$ cat src/rtl/cal_rtc_pkg.sv
package cal_rtc_pkg;

    typedef enum logic [1:0] {
        ST_HALT = 2'd0,
        ST_RUN  = 2'd1,
        ST_ADV  = 2'd2,
        ST_EVAL = 2'd3
    } seq_state_e;

    typedef struct packed {
        logic [6:0] yr;
        logic [3:0] mo;
        logic [4:0] dy;
        logic [4:0] hr;
        logic [5:0] mi;
        logic [5:0] se;
    } cal_t;

    localparam logic [3:0] SEL_CTRL   = 4'd7;
    localparam logic [3:0] SEL_TRIM_H = 4'd14;
    localparam logic [3:0] SEL_TRIM_L = 4'd15;

    function automatic logic [7:0] bin2bcd(input logic [6:0] v);
        return {4'(v / 7'd10), 4'(v % 7'd10)};
    endfunction

    function automatic logic [6:0] bcd2bin(input logic [7:0] b);
        return 7'(b[7:4]) * 7'd10 + 7'(b[3:0]);
    endfunction

    function automatic logic [4:0] month_len(input logic [3:0] mo, input logic [6:0] yr);
        logic [4:0] n;
        case (mo)
            4'd2:                      n = (yr[1:0] == 2'b00) ? 5'd29 : 5'd28;
            4'd4, 4'd6, 4'd9, 4'd11:   n = 5'd30;
            default:                   n = 5'd31;
        endcase
        return n;
    endfunction

    function automatic logic [7:0] hour_rd(input logic [4:0] hr, input logic twelve);
        logic [4:0] h12;
        logic [7:0] b;
        if (!twelve)
            return bin2bcd({2'b00, hr});
        if (hr == 5'd0)       h12 = 5'd12;
        else if (hr > 5'd12)  h12 = hr - 5'd12;
        else                  h12 = hr;
        b = bin2bcd({2'b00, h12});
        return {(hr >= 5'd12), 1'b0, b[5:0]};
    endfunction

    function automatic logic [4:0] hour_wr(input logic [7:0] v, input logic twelve);
        logic [6:0] h;
        h = bcd2bin({2'b00, v[5:0]});
        if (!twelve)
            return h[4:0];
        if (h >= 7'd12)
            h = 7'd0;
        return h[4:0] + (v[7] ? 5'd12 : 5'd0);
    endfunction

endpackage

$ cat src/rtl/rtc_seq_fsm.sv
module rtc_seq_fsm
    import cal_rtc_pkg::*;
#(
    parameter int CYC_PER_SEC    = 32768,
    parameter int COMP_EVERY_SEC = 3600
) (
    input  logic        clk,
    input  logic        rst_n,
    input  logic        run_en,
    input  logic        slow_en,
    input  logic [15:0] trim,
    output logic        adv_o,
    output logic        eval_o
);
    localparam int CNT_W = $clog2(CYC_PER_SEC + 32768 + 1);
    localparam int IDX_W = $clog2(COMP_EVERY_SEC + 1);
    localparam logic signed [CNT_W+1:0] BASE_S = CYC_PER_SEC;
    localparam logic signed [CNT_W+1:0] ONE_S  = 1;

    seq_state_e st_q, st_d;
    logic [CNT_W-1:0] cnt_q, len;
    logic [IDX_W-1:0] idx_q;
    logic signed [CNT_W+1:0] trim_ext, trim_sel, len_raw;
    logic comp_due, wrap;

    always_comb begin
        comp_due = (idx_q == IDX_W'(COMP_EVERY_SEC - 1));
        trim_ext = {{(CNT_W + 2 - 16){trim[15]}}, trim};
        trim_sel = comp_due ? trim_ext : {(CNT_W + 2){1'b0}};
        len_raw  = BASE_S - trim_sel;
        len      = (len_raw < ONE_S) ? CNT_W'(1) : len_raw[CNT_W-1:0];
        wrap     = slow_en && (cnt_q >= len - CNT_W'(1));
    end

    always_ff @(posedge clk) begin
        if (!rst_n) st_q <= ST_HALT;
        else        st_q <= st_d;
    end

    always_comb begin
        st_d = st_q;
        unique case (st_q)
            ST_HALT: if (run_en) st_d = ST_RUN;
            ST_RUN:  if (!run_en) st_d = ST_HALT;
                     else if (wrap) st_d = ST_ADV;
            ST_ADV:  st_d = ST_EVAL;
            ST_EVAL: st_d = run_en ? ST_RUN : ST_HALT;
        endcase
    end

    always_ff @(posedge clk) begin
        if (!rst_n) begin
            cnt_q <= '0;
            idx_q <= '0;
        end else if (st_q == ST_RUN && run_en && slow_en) begin
            if (wrap) begin
                cnt_q <= '0;
                idx_q <= comp_due ? '0 : idx_q + IDX_W'(1);
            end else begin
                cnt_q <= cnt_q + CNT_W'(1);
            end
        end
    end

    always_comb begin
        adv_o  = (st_q == ST_ADV);
        eval_o = (st_q == ST_EVAL);
    end
endmodule

$ cat src/rtl/rtc_calendar.sv
module rtc_calendar
    import cal_rtc_pkg::*;
(
    input  logic       clk,
    input  logic       rst_n,
    input  logic       adv,
    input  logic       ld_en,
    input  logic [2:0] ld_sel,
    input  logic [6:0] ld_val,
    output cal_t       cal_q,
    output logic [2:0] wday_q
);
    cal_t       nx;
    logic [2:0] wd_nx;

    always_comb begin
        nx    = cal_q;
        wd_nx = wday_q;
        if (adv) begin
            if (cal_q.se >= 6'd59) begin
                nx.se = '0;
                if (cal_q.mi >= 6'd59) begin
                    nx.mi = '0;
                    if (cal_q.hr >= 5'd23) begin
                        nx.hr = '0;
                        wd_nx = (wday_q >= 3'd6) ? 3'd0 : wday_q + 3'd1;
                        if (cal_q.dy >= month_len(cal_q.mo, cal_q.yr)) begin
                            nx.dy = 5'd1;
                            if (cal_q.mo >= 4'd12) begin
                                nx.mo = 4'd1;
                                nx.yr = (cal_q.yr >= 7'd99) ? 7'd0 : cal_q.yr + 7'd1;
                            end else begin
                                nx.mo = cal_q.mo + 4'd1;
                            end
                        end else begin
                            nx.dy = cal_q.dy + 5'd1;
                        end
                    end else begin
                        nx.hr = cal_q.hr + 5'd1;
                    end
                end else begin
                    nx.mi = cal_q.mi + 6'd1;
                end
            end else begin
                nx.se = cal_q.se + 6'd1;
            end
        end
        if (ld_en) begin
            case (ld_sel)
                3'd0:    nx.se = ld_val[5:0];
                3'd1:    nx.mi = ld_val[5:0];
                3'd2:    nx.hr = ld_val[4:0];
                3'd3:    nx.dy = ld_val[4:0];
                3'd4:    nx.mo = ld_val[3:0];
                3'd5:    nx.yr = ld_val;
                default: wd_nx = ld_val[2:0];
            endcase
        end
    end

    always_ff @(posedge clk) begin
        if (!rst_n) begin
            cal_q  <= '{yr: 7'd0, mo: 4'd1, dy: 5'd1, hr: 5'd0, mi: 6'd0, se: 6'd0};
            wday_q <= 3'd0;
        end else begin
            cal_q  <= nx;
            wday_q <= wd_nx;
        end
    end
endmodule

$ cat src/rtl/rtc_alarm.sv
module rtc_alarm
    import cal_rtc_pkg::*;
(
    input  logic       clk,
    input  logic       rst_n,
    input  logic       ld_en,
    input  logic [2:0] ld_sel,
    input  logic [6:0] ld_val,
    input  cal_t       now,
    output cal_t       alm_q,
    output logic       match_o
);
    always_ff @(posedge clk) begin
        if (!rst_n) begin
            alm_q <= '{yr: 7'd4, mo: 4'd1, dy: 5'd1, hr: 5'd0, mi: 6'd0, se: 6'd0};
        end else if (ld_en) begin
            case (ld_sel)
                3'd0:    alm_q.se <= ld_val[5:0];
                3'd1:    alm_q.mi <= ld_val[5:0];
                3'd2:    alm_q.hr <= ld_val[4:0];
                3'd3:    alm_q.dy <= ld_val[4:0];
                3'd4:    alm_q.mo <= ld_val[3:0];
                default: alm_q.yr <= ld_val;
            endcase
        end
    end

    assign match_o = (alm_q == now);
endmodule

$ cat src/rtl/cal_rtc.sv
module cal_rtc
    import cal_rtc_pkg::*;
#(
    parameter int CYC_PER_SEC    = 32768,
    parameter int COMP_EVERY_SEC = 3600
) (
    input  logic       clk,
    input  logic       rst_n,
    input  logic       slow_en,
    input  logic       wr_en,
    input  logic [3:0] wr_sel,
    input  logic [7:0] wr_data,
    input  logic [3:0] rd_sel,
    output logic [7:0] rd_data,
    output logic       tick_o,
    output logic       alarm_o
);
    logic [4:0]  ctrl_q;
    logic [15:0] trim_q;
    logic        adv_w, eval_w, alm_match;
    logic [6:0]  wr_val, mo_val;
    logic        ld_time, ld_alm, tick_cond;
    cal_t        cal_q, alm_q;
    logic [2:0]  wday_q;

    always_ff @(posedge clk) begin
        if (!rst_n) begin
            ctrl_q <= '0;
            trim_q <= '0;
        end else if (wr_en) begin
            if (wr_sel == SEL_CTRL)   ctrl_q       <= wr_data[4:0];
            if (wr_sel == SEL_TRIM_H) trim_q[15:8] <= wr_data;
            if (wr_sel == SEL_TRIM_L) trim_q[7:0]  <= wr_data;
        end
    end

    always_comb begin
        mo_val = bcd2bin(wr_data);
        case (wr_sel[2:0])
            3'd0, 3'd1: wr_val = bcd2bin({1'b0, wr_data[6:0]});
            3'd2:       wr_val = {2'b00, hour_wr(wr_data, ctrl_q[2])};
            3'd4:       wr_val = (mo_val == 7'd0) ? 7'd1 : mo_val;
            default:    wr_val = bcd2bin(wr_data);
        endcase
        ld_time = wr_en && (wr_sel < SEL_CTRL);
        ld_alm  = wr_en && wr_sel[3] && (wr_sel[2:0] < 3'd6);
    end

    rtc_seq_fsm #(
        .CYC_PER_SEC   (CYC_PER_SEC),
        .COMP_EVERY_SEC(COMP_EVERY_SEC)
    ) u_seq (
        .clk    (clk),
        .rst_n  (rst_n),
        .run_en (ctrl_q[0]),
        .slow_en(slow_en),
        .trim   (trim_q),
        .adv_o  (adv_w),
        .eval_o (eval_w)
    );

    rtc_calendar u_cal (
        .clk   (clk),
        .rst_n (rst_n),
        .adv   (adv_w),
        .ld_en (ld_time),
        .ld_sel(wr_sel[2:0]),
        .ld_val(wr_val),
        .cal_q (cal_q),
        .wday_q(wday_q)
    );

    rtc_alarm u_alm (
        .clk    (clk),
        .rst_n  (rst_n),
        .ld_en  (ld_alm),
        .ld_sel (wr_sel[2:0]),
        .ld_val (wr_val),
        .now    (cal_q),
        .alm_q  (alm_q),
        .match_o(alm_match)
    );

    always_comb begin
        unique case (ctrl_q[4:3])
            2'd0: tick_cond = 1'b1;
            2'd1: tick_cond = (cal_q.se == 6'd0);
            2'd2: tick_cond = (cal_q.se == 6'd0) && (cal_q.mi == 6'd0);
            2'd3: tick_cond = (cal_q.se == 6'd0) && (cal_q.mi == 6'd0) && (cal_q.hr == 5'd0);
        endcase
        tick_o  = eval_w && tick_cond;
        alarm_o = eval_w && ctrl_q[1] && alm_match;
    end

    always_comb begin
        case (rd_sel)
            4'd0:    rd_data = bin2bcd({1'b0, cal_q.se});
            4'd1:    rd_data = bin2bcd({1'b0, cal_q.mi});
            4'd2:    rd_data = hour_rd(cal_q.hr, ctrl_q[2]);
            4'd3:    rd_data = bin2bcd({2'b00, cal_q.dy});
            4'd4:    rd_data = bin2bcd({3'b000, cal_q.mo});
            4'd5:    rd_data = bin2bcd(cal_q.yr);
            4'd6:    rd_data = {5'b0, wday_q};
            4'd7:    rd_data = {3'b000, ctrl_q};
            4'd8:    rd_data = bin2bcd({1'b0, alm_q.se});
            4'd9:    rd_data = bin2bcd({1'b0, alm_q.mi});
            4'd10:   rd_data = hour_rd(alm_q.hr, ctrl_q[2]);
            4'd11:   rd_data = bin2bcd({2'b00, alm_q.dy});
            4'd12:   rd_data = bin2bcd({3'b000, alm_q.mo});
            4'd13:   rd_data = bin2bcd(alm_q.yr);
            4'd14:   rd_data = trim_q[15:8];
            default: rd_data = trim_q[7:0];
        endcase
    end
endmodule

$ cat config.mk
export PLATFORM = sky130hd
export DESIGN_NAME = cal_rtc
export DESIGN_NICKNAME = d
export VERILOG_FILES = /design/src/rtl/cal_rtc_pkg.sv /design/src/rtl/rtc_seq_fsm.sv /design/src/rtl/rtc_calendar.sv /design/src/rtl/rtc_alarm.sv /design/src/rtl/cal_rtc.sv
export SDC_FILE = /design/constraint.sdc
export NUM_CORES = 1
export LEC_CHECK = 0
export ABC_AREA = 1
export BUFFER_PORTS_ARGS = -buffer_cell sky130_fd_sc_hd__clkbuf_2
export CORE_MARGIN = 2
export CORE_UTILIZATION = 43
export DETAILED_ROUTE_END_ITERATION = 10
export PLACE_DENSITY = 0.57
export SLEW_MARGIN = 40
export SYNTH_ARGS = -nofsm -noshare
export SYNTH_HDL_FRONTEND = slang
export SYNTH_SLANG_ARGS = --single-unit
$ cat constraint.sdc
create_clock -name clk -period 16.6 [get_ports clk]
set_input_delay 0 -clock clk [delete_from_list [all_inputs] [get_ports clk]]
set_output_delay 0 -clock clk [all_outputs]
set_load 0.005 [all_outputs]
# Yosys cells after proc, flatten, opt, wreduce, memory -nomap -nowiden
# Index checks and enable logic that the tools add are counted.
dict set report totals {
  inputBits 20
  elab_cells 224
  reg_bits 121
  output_inout_bits 10
}
dict set report classes {
  addsub 17
  n_reduce_logical 36
  n_div 28
  bitwise_logic 1
  order_cmp 16
  eq_ne 37
  mux 67
  n_mul 3
}
# cell n
set op_table {}
lappend op_table {{8-bit one-hot mux with 15 select lines} 1}
lappend op_table {{5-bit 2-to-1 mux} 21}
lappend op_table {{33-bit 2-to-1 mux} 2}
lappend op_table {{4-bit == test (second input constant)} 11}
lappend op_table {{5-bit by 4-bit divider with 7-bit output (second input constant)} 6}
lappend op_table {{5-bit by 4-bit remainder unit with 7-bit output (second input constant)} 6}
lappend op_table {{17-bit 2-to-1 mux} 2}
lappend op_table {{33-bit == test} 1}
lappend op_table {{8-bit 2-to-1 mux} 4}
lappend op_table {{6-bit by 4-bit divider with 7-bit output (second input constant)} 4}
lappend op_table {{4-bit by 3-bit == test with 1-bit output (second input constant)} 7}
lappend op_table {{6-bit by 4-bit remainder unit with 7-bit output (second input constant)} 4}
lappend op_table {{7-bit 2-to-1 mux} 4}
lappend op_table {{27-bit 2-to-1 mux} 1}
lappend op_table {{6-bit 2-to-1 mux} 4}
lappend op_table {{2-bit AND reduction} 11}
lappend op_table {{21-bit 2-to-1 mux} 1}
lappend op_table {{3-bit 2-to-1 mux} 7}
lappend op_table {{7-bit one-hot mux with 3 select lines} 1}
lappend op_table {{19-bit by 2-bit less-than comparator with 1-bit output (second input constant)} 1}
lappend op_table {{19-bit 2-to-1 mux} 1}
lappend op_table {{17-bit by 19-bit subtractor with 19-bit output (first input constant)} 1}
lappend op_table {{17-bit by 1-bit adder with 17-bit output (second input constant)} 1}
lappend op_table {{17-bit >= comparator} 1}
lappend op_table {{other kinds (60)} 102}

# Logic depth before layout (Yosys ltp)
dict set report depth {
  ltp_word 15
  depth_mapped 46
  depth_no_buf 44
}

# Modules after synthesis
# Synthesis repeated with hierarchy kept, for this count alone.
dict set report hier_totals {
  cells_unflattened 1830
  area_unflattened_um2 11004.3
}
# mod instances area_per_inst_um2 cells_each seq_area_each_um2
set by_module_without_submodules {}
lappend by_module_without_submodules {cal_rtc 1 3578.4 642 420.4}
lappend by_module_without_submodules {rtc_seq_fsm 1 3170.5 524 620.6}
lappend by_module_without_submodules {rtc_calendar 1 2541.2 393 720.7}
lappend by_module_without_submodules {rtc_alarm 1 1714.1 271 660.6}

# Least setup slack after synthesis
# No wires, ideal clock.
dict set report synth_path {
  kind {flip-flop to flip-flop}
  start {register u_seq.idx_q[0]}
  end {register u_seq.idx_q[10]}
  path_buffers 1
  arrival_ps 5586
  stages_incl_launch_ff 43
  setup_time_ps 119
  t_required_ps 16481
  slack_ps 10895
  synth_period_minus_slack_ps 5705
  cell_sequence {dfxtp_1 -> ha_1 -> nand2_1 -> nor3_2 -> nand2_2 -> nor2_1 -> inv_1 -> ha_1 -> nand2_1 -> or2_1 -> nor3_4 -> nand3_1 -> xor2_1 -> inv_1 -> nand2_1 -> nor2_1 -> nand3_2 -> nand2_1 -> [7 not listed] -> nor2_1 -> nand2_1 -> xnor2_1 -> inv_1 -> ha_1 -> nand2_1 -> nor3_1 -> nor3b_1 -> nand3_1 -> o2111ai_1 -> nand2_1 -> clkbuf_1 -> nor2_1 -> nand4_1 -> nor2_1 -> nand3_1 -> o21ai_0 -> a21oi_1}
}
dict set report synth_between {
  elab_chain_len 9
  elab_cells_between_ends 11
  cone_classes {add/sub: 3; order compare: 2; eq/ne: 1; mux: 3; reduce/logical: 2}
}
# element line
set synth_rtl {}
lappend synth_rtl {{from (decl)} rtc_seq_fsm.sv:22} ;# logic [IDX_W-1:0] idx_q;
lappend synth_rtl {{from (signal assigned)} rtc_seq_fsm.sv:58} ;# idx_q <= comp_due ? '0 : idx_q + IDX_W'(1);
lappend synth_rtl {{12-bit == test} rtc_seq_fsm.sv:27} ;# comp_due = (idx_q == IDX_W'(COMP_EVERY_SEC - 1));
lappend synth_rtl {{19-bit 2-to-1 mux} rtc_seq_fsm.sv:29} ;# trim_sel = comp_due ? trim_ext : {(CNT_W + 2){1'b0}};
lappend synth_rtl {{17-bit by 19-bit subtractor with 19-bit output} rtc_seq_fsm.sv:30} ;# len_raw = BASE_S - trim_sel;
lappend synth_rtl {{19-bit by 2-bit less-than comparator with 1-bit output} rtc_seq_fsm.sv:31} ;# len = (len_raw < ONE_S) ? CNT_W'(1) : len_raw[CNT_W-1:0];
lappend synth_rtl {{17-bit 2-to-1 mux} rtc_seq_fsm.sv:31}
lappend synth_rtl {{17-bit by 1-bit subtractor with 17-bit output} rtc_seq_fsm.sv:32} ;# wrap = slow_en && (cnt_q >= len - CNT_W'(1));
lappend synth_rtl {{17-bit >= comparator} rtc_seq_fsm.sv:32}
lappend synth_rtl {{1-bit logical AND} rtc_seq_fsm.sv:32}
lappend synth_rtl {{2-bit AND reduction (no line)} -}
# Parallel ways exist; a longest one is shown, timed or not.
# A chain may end at the register's enable or synchronous reset.

# Worst setup path in the final report
dict set report layout_path {
  start {register u_seq.idx_q[0]}
  end {register u_seq.idx_q[11]}
}
# Same word-level chain as after synthesis.

==> flow_summary.toml <==
[setup_path]
crit_type = "flop to flop"
cp_slowest_cell = "dfxtp_1"
cp-end-kind = "flop"
cp_max_fo = 15
path_common_cell = "nand2_1"
critical_path.max_stage_delay_ns = 0.33
critPathRequiredTime_ns = 16.88
worstPathArrival_ns = 7.35
startpoint_type = "flop"

[final_layout]
drive_gt1_share_pct = 8.507
layout.nets = 1714
diodes = 0
area_delta_synth_final_pct = 11.43
final_util_pct = 48.34
layout_common_cells = "nand2_1 (283), inv_1 (232), nor2_1 (169)"
final_common_cell = "nand2_1"
fillers = 2485

[logic_synthesis]
synthMuxAreaShare_pct = 0
synthesis.nets = 1676
synth_top_area_share_pct = 24.00
synth_area_leaders = "dfxtp_1 (24%), nand2_1 (11%), inv_1 (8.6%)"
synth_xor_area_share_pct = 4.079
yosysWarnings = 0
synth_top_family_by_area = "simple AND/OR/NAND/NOR gates"
ys_ff_latch = 121
ys_seq_area_share_pct = 24.00
async_flop_share_pct = 0
synth-main-ff-cell = "dfxtp_1"
synth.avg_cell_area_um2 = 6.371
synth-simple-area-share_pct = 30.97
synth_compound_area_share_pct = 21.28
netlist_area_mm2 = 0.01009
synth_cells = 1584
synth_edf_count = 0
yosysUniqueCellTypes = 62
yosys.area.top_type = "dfxtp_1"
synth_fa_ha_area_share_pct = 9.151

[placed_design]
port_buffers = 29
gp_congestion = 0.9655
dp_slack_ns = 9.626
post-dp-hpwl_um = 26780

[die]
die_h_um = 157.2
coreArea_mm2 = 0.02326
std_cell_rows = 56
dieWidth_um = 157.2
start_util_pct = 43.38
die_area_mm2 = 0.02471
ioPinCount = 30

[power_and_ir_drop]
seq_power_share_pct = 36.9
combPwrFrac_pct = 17.6
peakVddDrop_mv = 0.05988
p_leak_nw = 5.090
p_int_w = 0.0005620
switching_share_pct = 31.20
p_per_area_mw_per_mm2 = 72.65
power_switching_w = 0.0002549
power.share.clock_pct = 45.5

[timing]
max_freq_mhz = 141.5
rsz0062_at_grt = "false"
fin_crit_ns = 7.067
fin_skew_ns = 0.01305
slew_viol_final = 0
setup-tns-final_ns = 0
timing.final.crit_share_pct = 42.57
timing.slew.headroom_pct = 47.85
setup_viol = 0
tightest_slew_ns = 0.7741
finalHoldViolations = 0
finalWorstSetupSlack_ns = 9.533

[clock_network]
root_buffer = "clkbuf_16"
cts_setup_buffers = 0
clock_path_buffers = 2
insertion_delay_ns = 0.42
clock-sinks = 121
ctsHtreeMaxLevel = 4
cts_buffers = 17
clk_pin_slew_ns = 0.06
tritoncts = "built"

[drt]
avgViaCountPerCell = 5.452
wl_um = 34040
drcViolationCount = 0
routedWlPerCell_um = 17.43
ant_nets = 0
drtIter0Drc = 1041
drtPass1Iterations = 7
vias = 10650

[global_routing]
grt_max_degree = 61
grt_pass1_vias = 9440
grt_pass1_wl_um = 52650
antenna_found_initial = 0
grt_use_total_pct = 27.71
gr-total-overflow = 0

[outcome]
status = "completed"

[flow_run]
cap_viol_max_count = 0

[min_path]
hold_class = "input port to flop"
[state kept, by name (all words and copies together) (netlist names), named ones only]
name	count
u_alm.alm_q	33
u_cal.wday_q	3
trim_q	16
u_seq.cnt_q	17
ctrl_q	5
u_seq.idx_q	12
u_cal.cal_q	33
u_seq.st_q	1
[worst paths after layout]
path	start	to	slack, ns	depth (start not counted)
max	u_seq.idx_q[0]	u_seq.idx_q[11]	9.53	41
min	wr_data[7]	trim_q[15]	0.03	3
max reg2reg	u_seq.idx_q[0]	u_seq.idx_q[11]	9.53	41
min reg2reg	u_seq.idx_q[9]	u_seq.idx_q[10]	0.48	2
[power by group through the flow]
| stage | Clock (W) | Sequential, W | Combinational, W |
|---|---|---|---|
| final | 0.000372 | 0.000302 | 0.000143 |
| after global routing | 0.000388 | 0.000302 | 0.000160 |
| after CTS | 0.000375 | 0.000302 | 0.000142 |
| after detailed placement | 0 | 0.000308 | 0.000139 |
| after global placement | 0 | 0.000308 | 0.000138 |
| after floorplan | 0 | 0.000305 | 0.0000941 |
[cells in the mapped netlist (4+ instances only)]
master	number
nor4_1	9
o21ai_1	7
o2111ai_1	5
a21oi_2	6
xnor2_1	16
xor2_1	31
o21a_1	4
a211oi_1	17
dfxtp_1	121
o211ai_1	13
inv_1	232
a31oi_1	16
a21oi_1	128
a221oi_1	11
clkbuf_1	18
nor2_4	4
o21ai_0	124
ha_1	69
nand3_2	5
nand2_2	15
clkinv_1	4
inv_2	20
nor3_1	36
nor3b_1	5
nand2_1	283
nand4_1	26
nand3_1	114
o22ai_1	13
nor2_2	11
nor2_1	170
[logic make-up (layout without fill, tap and decap cells)]
| kind of cell | count (synthesis) | after routing |
|---|---|---|
| xor+xnor | 47 | 47 |
| simple gates | 696 | 696 |
| fa+ha+maj | 72 | 72 |
| buf+inv | 279 | 329 |
| compound gates | 369 | 369 |
| flops | 121 | 121 |
[final cells by class]
type	instances	area, um2	share of cell area [%]
multi-input cells	1184	6621	58.89
clock buffers	18	429.2	3.817
clock inverters	13	146.4	1.302
well taps	319	399.1	3.550
repair buffers	42	265.3	2.359
flip-flops and latches	121	2422	21.54
inverters	256	960.9	8.546
[stage by stage]
step	std cells	area [um2]	hold WS [ns]	power [W]
after floorplan	1584	10090	0.1080	0.0003991
after global placement	1913	10570	0.2617	0.0004465
after CTS	1953	11230	0.03013	0.0008182
after detailed placement	1913	10570	0.2629	0.0004474
after global routing	1953	11240	0.07785	0.0008507
final	1953	11240	0.03406	0.0008169
[critical path, delay by kind of cell (launching register included)]
kind / cells / cell delay (ns)
AO/OA/AOI/OAI: 1 / 0.32
XOR/XNOR: 2 / 0.42
adder cells (fa/ha/maj): 4 / 0.93
buffers and inverters: 5 / 0.49
flip-flops: 1 / 0.33
AND/OR/NAND/NOR: 29 / 4.45
[per-layer routing]
| layer | vias to the layer above | part of all wire, % | global-route usage [%] |
|---|---|---|---|
| li1 | 5397 | - | - |
| met1 | 4865 | 48 | 40.26 |
| met2 | 343 | 44 | 43.25 |
| met3 | 43 | 6.0 | 4.102 |
| met4 | 0 | 1.9 | 6.147 |
| met5 | - | 0 | 0 |
[timing repair]
action | CTS | global route
endpoints found under the setup margin | 0 | 0
endpoints found under the hold margin | 16 | 0
resized for setup | 0 | 0
hold buffers | 9 | 0
(Power assumes the default switching activity.)
